<file path="src/rtl/wdog_pkg.sv">
package wdog_pkg;
  localparam int unsigned ADDR_W   = 2;
  localparam int unsigned REG_W    = 16;
  localparam logic [ADDR_W-1:0] A_CTRL = 2'd0;
  localparam logic [ADDR_W-1:0] A_RELD = 2'd1;
  localparam logic [ADDR_W-1:0] A_CNT  = 2'd2;
  localparam int unsigned B_RUN    = 0;
  localparam int unsigned B_IRQEN  = 1;
  localparam int unsigned B_RSTEN  = 2;
  localparam int unsigned B_SEL    = 3;
  localparam int unsigned B_PRE    = 8;
endpackage

</file>
<file path="src/rtl/wdog_prescale.sv">
module wdog_prescale #(
  parameter int unsigned PRE_W = 8
) (
  input  logic             clk,
  input  logic             rst,
  input  logic             run_i,
  input  logic             restart_i,
  input  logic [PRE_W-1:0] pre_max_i,
  output logic             tick_o
);
  logic [PRE_W-1:0] pcnt_q;

  assign tick_o = run_i && !restart_i && (pcnt_q == pre_max_i);

  always_ff @(posedge clk) begin
    if (rst || restart_i)
      pcnt_q <= '0;
    else if (run_i) begin
      if (pcnt_q == pre_max_i) pcnt_q <= '0;
      else                     pcnt_q <= pcnt_q + 1'b1;
    end
  end

  // phase never passes the programmed limit
  assert_pre_bound_R3: assert property (@(posedge clk) disable iff (rst)
    pcnt_q <= pre_max_i);
  // frozen when not running
  assert_pre_hold_R8: assert property (@(posedge clk) disable iff (rst)
    (!run_i && !restart_i) |=> $stable(pcnt_q));
endmodule

</file>
<file path="src/rtl/wdog_divsel.sv">
module wdog_divsel #(
  parameter int unsigned SEL_W    = 2,
  parameter int unsigned LOG2_MIN = 4
) (
  input  logic             clk,
  input  logic             rst,
  input  logic             run_i,
  input  logic             restart_i,
  input  logic             tick_i,
  input  logic [SEL_W-1:0] sel_i,
  output logic             tick_o
);
  localparam int unsigned NSEL = 1 << SEL_W;
  localparam int unsigned DW   = LOG2_MIN + NSEL - 1;

  logic [DW-1:0] lim_tab [NSEL];
  logic [DW-1:0] dcnt_q;
  logic [DW-1:0] lim;

  for (genvar g = 0; g < NSEL; g++) begin : g_lim
    assign lim_tab[g] = DW'((64'd1 << (LOG2_MIN + g)) - 64'd1);
  end

  assign lim    = lim_tab[sel_i];
  assign tick_o = run_i && !restart_i && tick_i && (dcnt_q == lim);

  always_ff @(posedge clk) begin
    if (rst || restart_i)
      dcnt_q <= '0;
    else if (run_i && tick_i) begin
      if (dcnt_q == lim) dcnt_q <= '0;
      else               dcnt_q <= dcnt_q + 1'b1;
    end
  end

  // divider phase stays below the selected factor
  assert_div_bound_R4: assert property (@(posedge clk) disable iff (rst)
    dcnt_q <= lim);
  // control write clears the phase
  assert_div_restart_R10: assert property (@(posedge clk) disable iff (rst)
    restart_i |=> (dcnt_q == '0));
endmodule

</file>
<file path="src/rtl/wdog_count.sv">
module wdog_count #(
  parameter int unsigned CNT_W = 16
) (
  input  logic             clk,
  input  logic             rst,
  input  logic             tick_i,
  input  logic             load_i,
  input  logic [CNT_W-1:0] load_val_i,
  input  logic [CNT_W-1:0] reload_i,
  output logic [CNT_W-1:0] cnt_o,
  output logic             expire_o
);
  localparam logic [CNT_W-1:0] CNT_INIT = CNT_W'(1) << (CNT_W - 1);

  logic [CNT_W-1:0] cnt_q;

  assign cnt_o    = cnt_q;
  assign expire_o = tick_i && !load_i && (cnt_q == '0);

  always_ff @(posedge clk) begin
    if (rst)           cnt_q <= CNT_INIT;
    else if (load_i)   cnt_q <= load_val_i;
    else if (expire_o) cnt_q <= reload_i;
    else if (tick_i)   cnt_q <= cnt_q - 1'b1;
  end

  // a write lands regardless of a concurrent tick
  assert_load_wins_R9: assert property (@(posedge clk) disable iff (rst)
    load_i |=> (cnt_q == $past(load_val_i)));
  // without tick or write the count holds
  assert_cnt_hold_R5: assert property (@(posedge clk) disable iff (rst)
    (!load_i && !tick_i) |=> $stable(cnt_q));
endmodule

</file>
<file path="src/rtl/wdog_rst_pulse.sv">
module wdog_rst_pulse #(
  parameter int unsigned RST_CYCLES = 128
) (
  input  logic clk,
  input  logic rst,
  input  logic fire_i,
  output logic pulse_o
);
  localparam int unsigned RW = (RST_CYCLES > 2) ? $clog2(RST_CYCLES) : 1;

  logic [RW-1:0] rem_q;
  logic          pulse_q;

  assign pulse_o = pulse_q;

  always_ff @(posedge clk) begin
    if (rst) begin
      rem_q   <= '0;
      pulse_q <= 1'b0;
    end else if (fire_i) begin
      rem_q   <= RW'(RST_CYCLES - 1);
      pulse_q <= 1'b1;
    end else if (rem_q != '0) begin
      rem_q   <= rem_q - 1'b1;
    end else begin
      pulse_q <= 1'b0;
    end
  end

  // output stays high while cycles remain
  assert_pulse_span_R7: assert property (@(posedge clk) disable iff (rst)
    (rem_q != '0) |-> pulse_q);
  assert_pulse_start_R7: assert property (@(posedge clk) disable iff (rst)
    fire_i |=> pulse_q);
endmodule

</file>
<file path="src/rtl/wdog_timer.sv">
module wdog_timer
  import wdog_pkg::*;
#(
  parameter int unsigned CNT_W      = 16,
  parameter int unsigned PRE_W      = 8,
  parameter int unsigned SEL_W      = 2,
  parameter int unsigned LOG2_MIN   = 4,
  parameter int unsigned RST_CYCLES = 128
) (
  input  logic              clk,
  input  logic              rst,
  input  logic              reg_wr,
  input  logic [ADDR_W-1:0] reg_addr,
  input  logic [CNT_W-1:0]  reg_wdata,
  output logic [CNT_W-1:0]  reg_rdata,
  output logic              wdt_irq,
  output logic              wdt_sys_rst
);
  localparam logic [CNT_W-1:0] RELD_INIT = CNT_W'(1) << (CNT_W - 1);

  logic             run_q, irqen_q, rsten_q;
  logic [SEL_W-1:0] sel_q;
  logic [PRE_W-1:0] pre_q;
  logic [CNT_W-1:0] reld_q;
  logic [CNT_W-1:0] ctrl_view;
  logic [CNT_W-1:0] cnt_w;
  logic             wr_ctrl, wr_reld, wr_cnt;
  logic             pre_tick, div_tick, expire;
  logic             irq_q;

  assign wr_ctrl = reg_wr && (reg_addr == A_CTRL);
  assign wr_reld = reg_wr && (reg_addr == A_RELD);
  assign wr_cnt  = reg_wr && (reg_addr == A_CNT);

  always_comb begin
    ctrl_view                        = '0;
    ctrl_view[B_RUN]                 = run_q;
    ctrl_view[B_IRQEN]               = irqen_q;
    ctrl_view[B_RSTEN]               = rsten_q;
    ctrl_view[B_SEL +: SEL_W]        = sel_q;
    ctrl_view[B_PRE +: PRE_W]        = pre_q;
  end

  always_ff @(posedge clk) begin
    if (rst) begin
      run_q   <= 1'b1;
      irqen_q <= 1'b0;
      rsten_q <= 1'b1;
      sel_q   <= '1;
      pre_q   <= '1;
    end else if (wr_ctrl) begin
      run_q   <= reg_wdata[B_RUN];
      irqen_q <= reg_wdata[B_IRQEN];
      rsten_q <= reg_wdata[B_RSTEN];
      sel_q   <= reg_wdata[B_SEL +: SEL_W];
      pre_q   <= reg_wdata[B_PRE +: PRE_W];
    end
  end

  always_ff @(posedge clk) begin
    if (rst)          reld_q <= RELD_INIT;
    else if (wr_reld) reld_q <= reg_wdata;
  end

  always_ff @(posedge clk) begin
    if (rst) reg_rdata <= '0;
    else begin
      case (reg_addr)
        A_CTRL:  reg_rdata <= ctrl_view;
        A_RELD:  reg_rdata <= reld_q;
        A_CNT:   reg_rdata <= cnt_w;
        default: reg_rdata <= '0;
      endcase
    end
  end

  wdog_prescale #(.PRE_W(PRE_W)) u_pre (
    .clk(clk), .rst(rst), .run_i(run_q), .restart_i(wr_ctrl),
    .pre_max_i(pre_q), .tick_o(pre_tick)
  );

  wdog_divsel #(.SEL_W(SEL_W), .LOG2_MIN(LOG2_MIN)) u_div (
    .clk(clk), .rst(rst), .run_i(run_q), .restart_i(wr_ctrl),
    .tick_i(pre_tick), .sel_i(sel_q), .tick_o(div_tick)
  );

  wdog_count #(.CNT_W(CNT_W)) u_cnt (
    .clk(clk), .rst(rst), .tick_i(div_tick), .load_i(wr_cnt),
    .load_val_i(reg_wdata), .reload_i(reld_q), .cnt_o(cnt_w),
    .expire_o(expire)
  );

  always_ff @(posedge clk) begin
    if (rst) irq_q <= 1'b0;
    else     irq_q <= expire && irqen_q;
  end
  assign wdt_irq = irq_q;

  wdog_rst_pulse #(.RST_CYCLES(RST_CYCLES)) u_rstp (
    .clk(clk), .rst(rst), .fire_i(expire && rsten_q), .pulse_o(wdt_sys_rst)
  );

  // an interrupt follows a cycle in which the count sat at zero
  assert_irq_at_zero_R5: assert property (@(posedge clk) disable iff (rst)
    wdt_irq |-> ($past(cnt_w) == '0));
  // pulse is gated by the enable and lasts one cycle
  assert_irq_gate_R6: assert property (@(posedge clk) disable iff (rst)
    wdt_irq |-> $past(irqen_q));
  assert_irq_single_R6: assert property (@(posedge clk) disable iff (rst)
    wdt_irq |=> !wdt_irq);
  // reset pulse only starts when enabled
  assert_rst_gate_R7: assert property (@(posedge clk) disable iff (rst)
    $rose(wdt_sys_rst) |-> $past(rsten_q));
  // stopped timer keeps its count unless written
  assert_stop_hold_R8: assert property (@(posedge clk) disable iff (rst)
    (!run_q && !wr_cnt) |=> $stable(cnt_w));
endmodule

</file>
<file path="config.mk">
export PLATFORM = sky130hd
export DESIGN_NAME = wdog_timer
export DESIGN_NICKNAME = d
export VERILOG_FILES = /design/src/rtl/wdog_pkg.sv /design/src/rtl/wdog_prescale.sv /design/src/rtl/wdog_divsel.sv /design/src/rtl/wdog_count.sv /design/src/rtl/wdog_rst_pulse.sv /design/src/rtl/wdog_timer.sv
export SDC_FILE = /design/constraint.sdc
export NUM_CORES = 1
export LEC_CHECK = 0
export BUFFER_PORTS_ARGS = -buffer_cell sky130_fd_sc_hd__buf_2
export CAP_MARGIN = 10
export CORE_UTILIZATION = 25
export DETAILED_ROUTE_END_ITERATION = 10
export GPL_ROUTABILITY_DRIVEN = 0
export GPL_TIMING_DRIVEN = 0
export HOLD_SLACK_MARGIN = 0.06
export PLACE_DENSITY_LB_ADDON = 0.25
export SYNTH_ARGS = -nofsm -noshare
export SYNTH_HDL_FRONTEND = slang
export SYNTH_SLANG_ARGS = --single-unit
export TNS_END_PERCENT = 30
</file>
<file path="constraint.sdc">
create_clock -name clk -period 2.8 [get_ports clk]
set_clock_uncertainty 0.1 [all_clocks]
set_input_delay 0.14 -clock clk [delete_from_list [all_inputs] [get_ports clk]]
set_output_delay 0.14 -clock clk [all_outputs]
set_load 0.02 [all_outputs]
</file>
==> qor.csv <==
stage,metric,value,unit
status,outcome,finished clean,
pwr,internal_power,2.17,mW
synth,synth-compound-area-share,0.165,
cells_and_area,fillCellCount,1743,
floorplanning,die-height,130,um
critical_path,cp_slowest_stage_delay,570,ps
cells_and_area,final_cell_mix,"dfxtp_1, nor2_1, nand2_1",
synth,synth-simple-area-share,0.251,
synth,synth_top_area_frac,0.415,
global_route,antenna_found_initial,0,
pwr,power.density,614,mW/mm^2
cts,cts.sinks,85,
synth,ys.flop_type,dfxtp_1,
detailed_routing,ant_nets,0,
detailed_routing,finalWirelength,12.4,mm
floorplanning,rows,46,
synth,synth-xor-area-share,0.0641,
critical_path,crit_top_cell,clkbuf_1,
sta,fmax,376,MHz
place,placedCellCount,744,
sta,fin_tns_setup,0,ps
synth,synth-seq-area-share,0.415,
cts,cts_tree,built,
floorplanning,die_x,130,um
pwr,switching_share,0.290,
critical_path,crit_fanout,10,
critical_path,crit_type,reg -> reg,
synth,synth_cell_types,52,
synth,ys_ff_latch,85,
cells_and_area,n_antenna_cell,0,
min_path,hold_path_class,in -> reg,
global_route,grt_pass1_vias,3649,
pwr,power_frac_seq,0.448,
synth,synth_top_area_cell,dfxtp_1,
sta,fin_crit,2660,ps
synth,synthTopCellsByArea,"dfxtp_1, nor2_1, nand2_1",
critical_path,end_kind,flop,
place,dpl.hpwl,8.97,mm
cts,clkLatencyLatePin,350,ps
floorplanning,ioPinCount,39,
cts,post-cts-setup-buffer-count,0,
cts,cts_root_buffer,clkbuf_16,
detailed_routing,drc,0,
sta,period_share,0.950,
synth,synth_edf_count,0,
pwr,vdd_ir_drop_max,0.297,mV
pwr,p_sw,0.885,mW
sta,drv_slew,0,
detailed_routing,vias,3731,
floorplanning,core,0.0159,sq mm
global_route,grt_pass1_wl,19.5,mm
cts,path_clk_slew,60,ps
critical_path,start_kind,flop,
synth,ys_async_sr_fraction,0,
synth,synth.avg_cell_area,8.31,sq um
global_route,grt_max_degree,13,
critical_path,slowest_stage,nor4_1,
synth,syn_nets,520,
pwr,fin_total_pwr,3.05,mW
cells_and_area,area_growth,21.3,%
cts,h-tree-depth,3,
global_route,overflow,0,
place,place_area,0.00454,sq mm
sta,worstMarginPinSlew,835,ps
place,port_buffers,35,
critical_path,critPathRequiredTime,2930,ps
pwr,p_leak,1.94,nW
sta,setup_violations,0,
synth,synthAdderAreaFrac,0.0183,
synth,synth_top_family_by_area,simple AND/OR/NAND/NOR gates,
critical_path,cp_cell_sequence,"clkbuf_1, nand2b_1, nor4_1, nand2_1, clkbuf_1, a211oi_1, o41ai_1",
detailed_routing,drtPass1Iterations,4,
pwr,p_clk_frac,0.362,
synth,postSynthCellCount,493,
floorplanning,start_util,0.257,
synth,synth_area,0.00410,sq mm
global_route,track_usage,0.154,
sta,slew_headroom,0.444,
synth,synthMuxAreaShare,0.0492,
critical_path,cp.arrival,2790,ps
cts,clk_path_buf_depth,2,
cts,numCtsBuffers,9,
detailed_routing,wl_per_cell,15.9,um
sta,hold_violations,0,
cells_and_area,final_nets,582,
detailed_routing,first_iter_violations,218,
pwr,power_frac_comb,0.190,
floorplanning,dieArea,0.0169,sq mm
cells_and_area,layout_commonest_cell,dfxtp_1,
synth,synth_warnings,0,
cells_and_area,instances_no_fill,775,
cells_and_area,fin_area,0.00497,sq mm
flow_run,drv_cap,0,
cells_and_area,layout-drive-gt1-share,0.114,
detailed_routing,vias_per_cell,4.81,
-- synth_stat cells, types with 3 or more instances --
library cell and number:
or4_1 4, or3_1 5, nor3_1 9, nand4_1 6, xnor2_1 18, nand3b_1 3
o41ai_1 3, a31oi_1 3, buf_2 5, o21ai_0 6, a211oi_1 7, a22oi_1 4
o211ai_1 7, nor2_1 71, clkbuf_1 19, a21oi_1 45, nor4_1 6, nor2b_1 14
nand3_1 6, dfxtp_1 85, ha_1 6, and2_1 5, inv_1 5, a311oi_1 4
and3_1 4, xor2_1 12, buf_1 3, mux2i_1 19, nand2_1 66, a211o_1 13
-- power by group through the flow --
stage / Sequential, mW / Combinational, mW / Clock (mW)
6_report: 1.37 / 0.581 / 1.10
5_1_grt: 1.38 / 0.653 / 1.18
4_1_cts: 1.37 / 0.584 / 1.13
3_5_place_dp: 1.39 / 0.563 / 0
3_3_place_gp: 1.39 / 0.551 / 0
2_1_floorplan: 1.39 / 0.416 / 0
-- worst max-delay path, delay by kind of cell (launching register included) --
kind / cells / cell delay, ps
buf+inv: 2 / 740
flops: 1 / 300
simple gates: 3 / 980
compound gates: 2 / 420
-- sequential cells by signal, summed over array words and instances (netlist names) --
register and cells:
pre_q 8, irqen_q 1, sel_q 2, reg_rdata 16
wdt_irq 1, u_pre.pcnt_q 8, run_q 1, reld_q 16
u_rstp.rem_q 7, u_rstp.pulse_o 1, u_div.dcnt_q 7, u_cnt.cnt_o 16
rsten_q 1
-- cell families after synthesis --
group | count (synthesis)
fa+ha+maj | 6
flops | 85
xor+xnor | 30
compound gates | 103
mux | 20
buf+inv | 35
simple gates | 214
-- stage by stage --
stage          setup slack, ps  hold WS (ps)   util
2_1_floorplan              695           143      -
3_3_place_gp               136           299  0.285
3_5_place_dp              69.1           301  0.285
4_1_cts                   49.8           105  0.311
5_1_grt                 -0.622           141  0.312
6_report                   141          99.2  0.312
-- final cells by class --
cell class	instances	area, sq um	area share
Buffer	30	134	0.0269
Sequential cell	85	1700	0.342
Inverter	5	18.8	0.00378
Timing Repair Buffer	51	335	0.0675
Clock buffer	13	250	0.0504
Multi-Input combinational cell	373	2250	0.453
Clock inverter	2	10.0	0.00201
Tap cell	216	270	0.0544
-- path summary, 6_finish.rpt --
kind	end	start	slack (ps)	cells past startpoint
setup / recovery	u_cnt.cnt_o[0]	run_q	140	7
hold / removal	reg_rdata[0]	reg_addr[0]	100	4
setup reg to reg	u_cnt.cnt_o[0]	run_q	140	7
hold reg to reg	u_rstp.pulse_o	u_rstp.pulse_o	370	2
-- layer usage --
metal / routed length (um) / up-vias / track usage
met5: 0 / - / 0
met4: 256 / 0 / 0.0643
met3: 516 / 18 / 0.0324
met2: 5780 / 76 / 0.254
met1: 5800 / 1782 / 0.196
li1: - / 1855 / -
-- what timing repair did --
action	CTS	global route
hold buffers	16	0
endpoints found under the hold margin	44	0
resized for setup	0	1
endpoints found under the setup margin	0	8
Note: power is estimated with default switching activity, not from simulation.
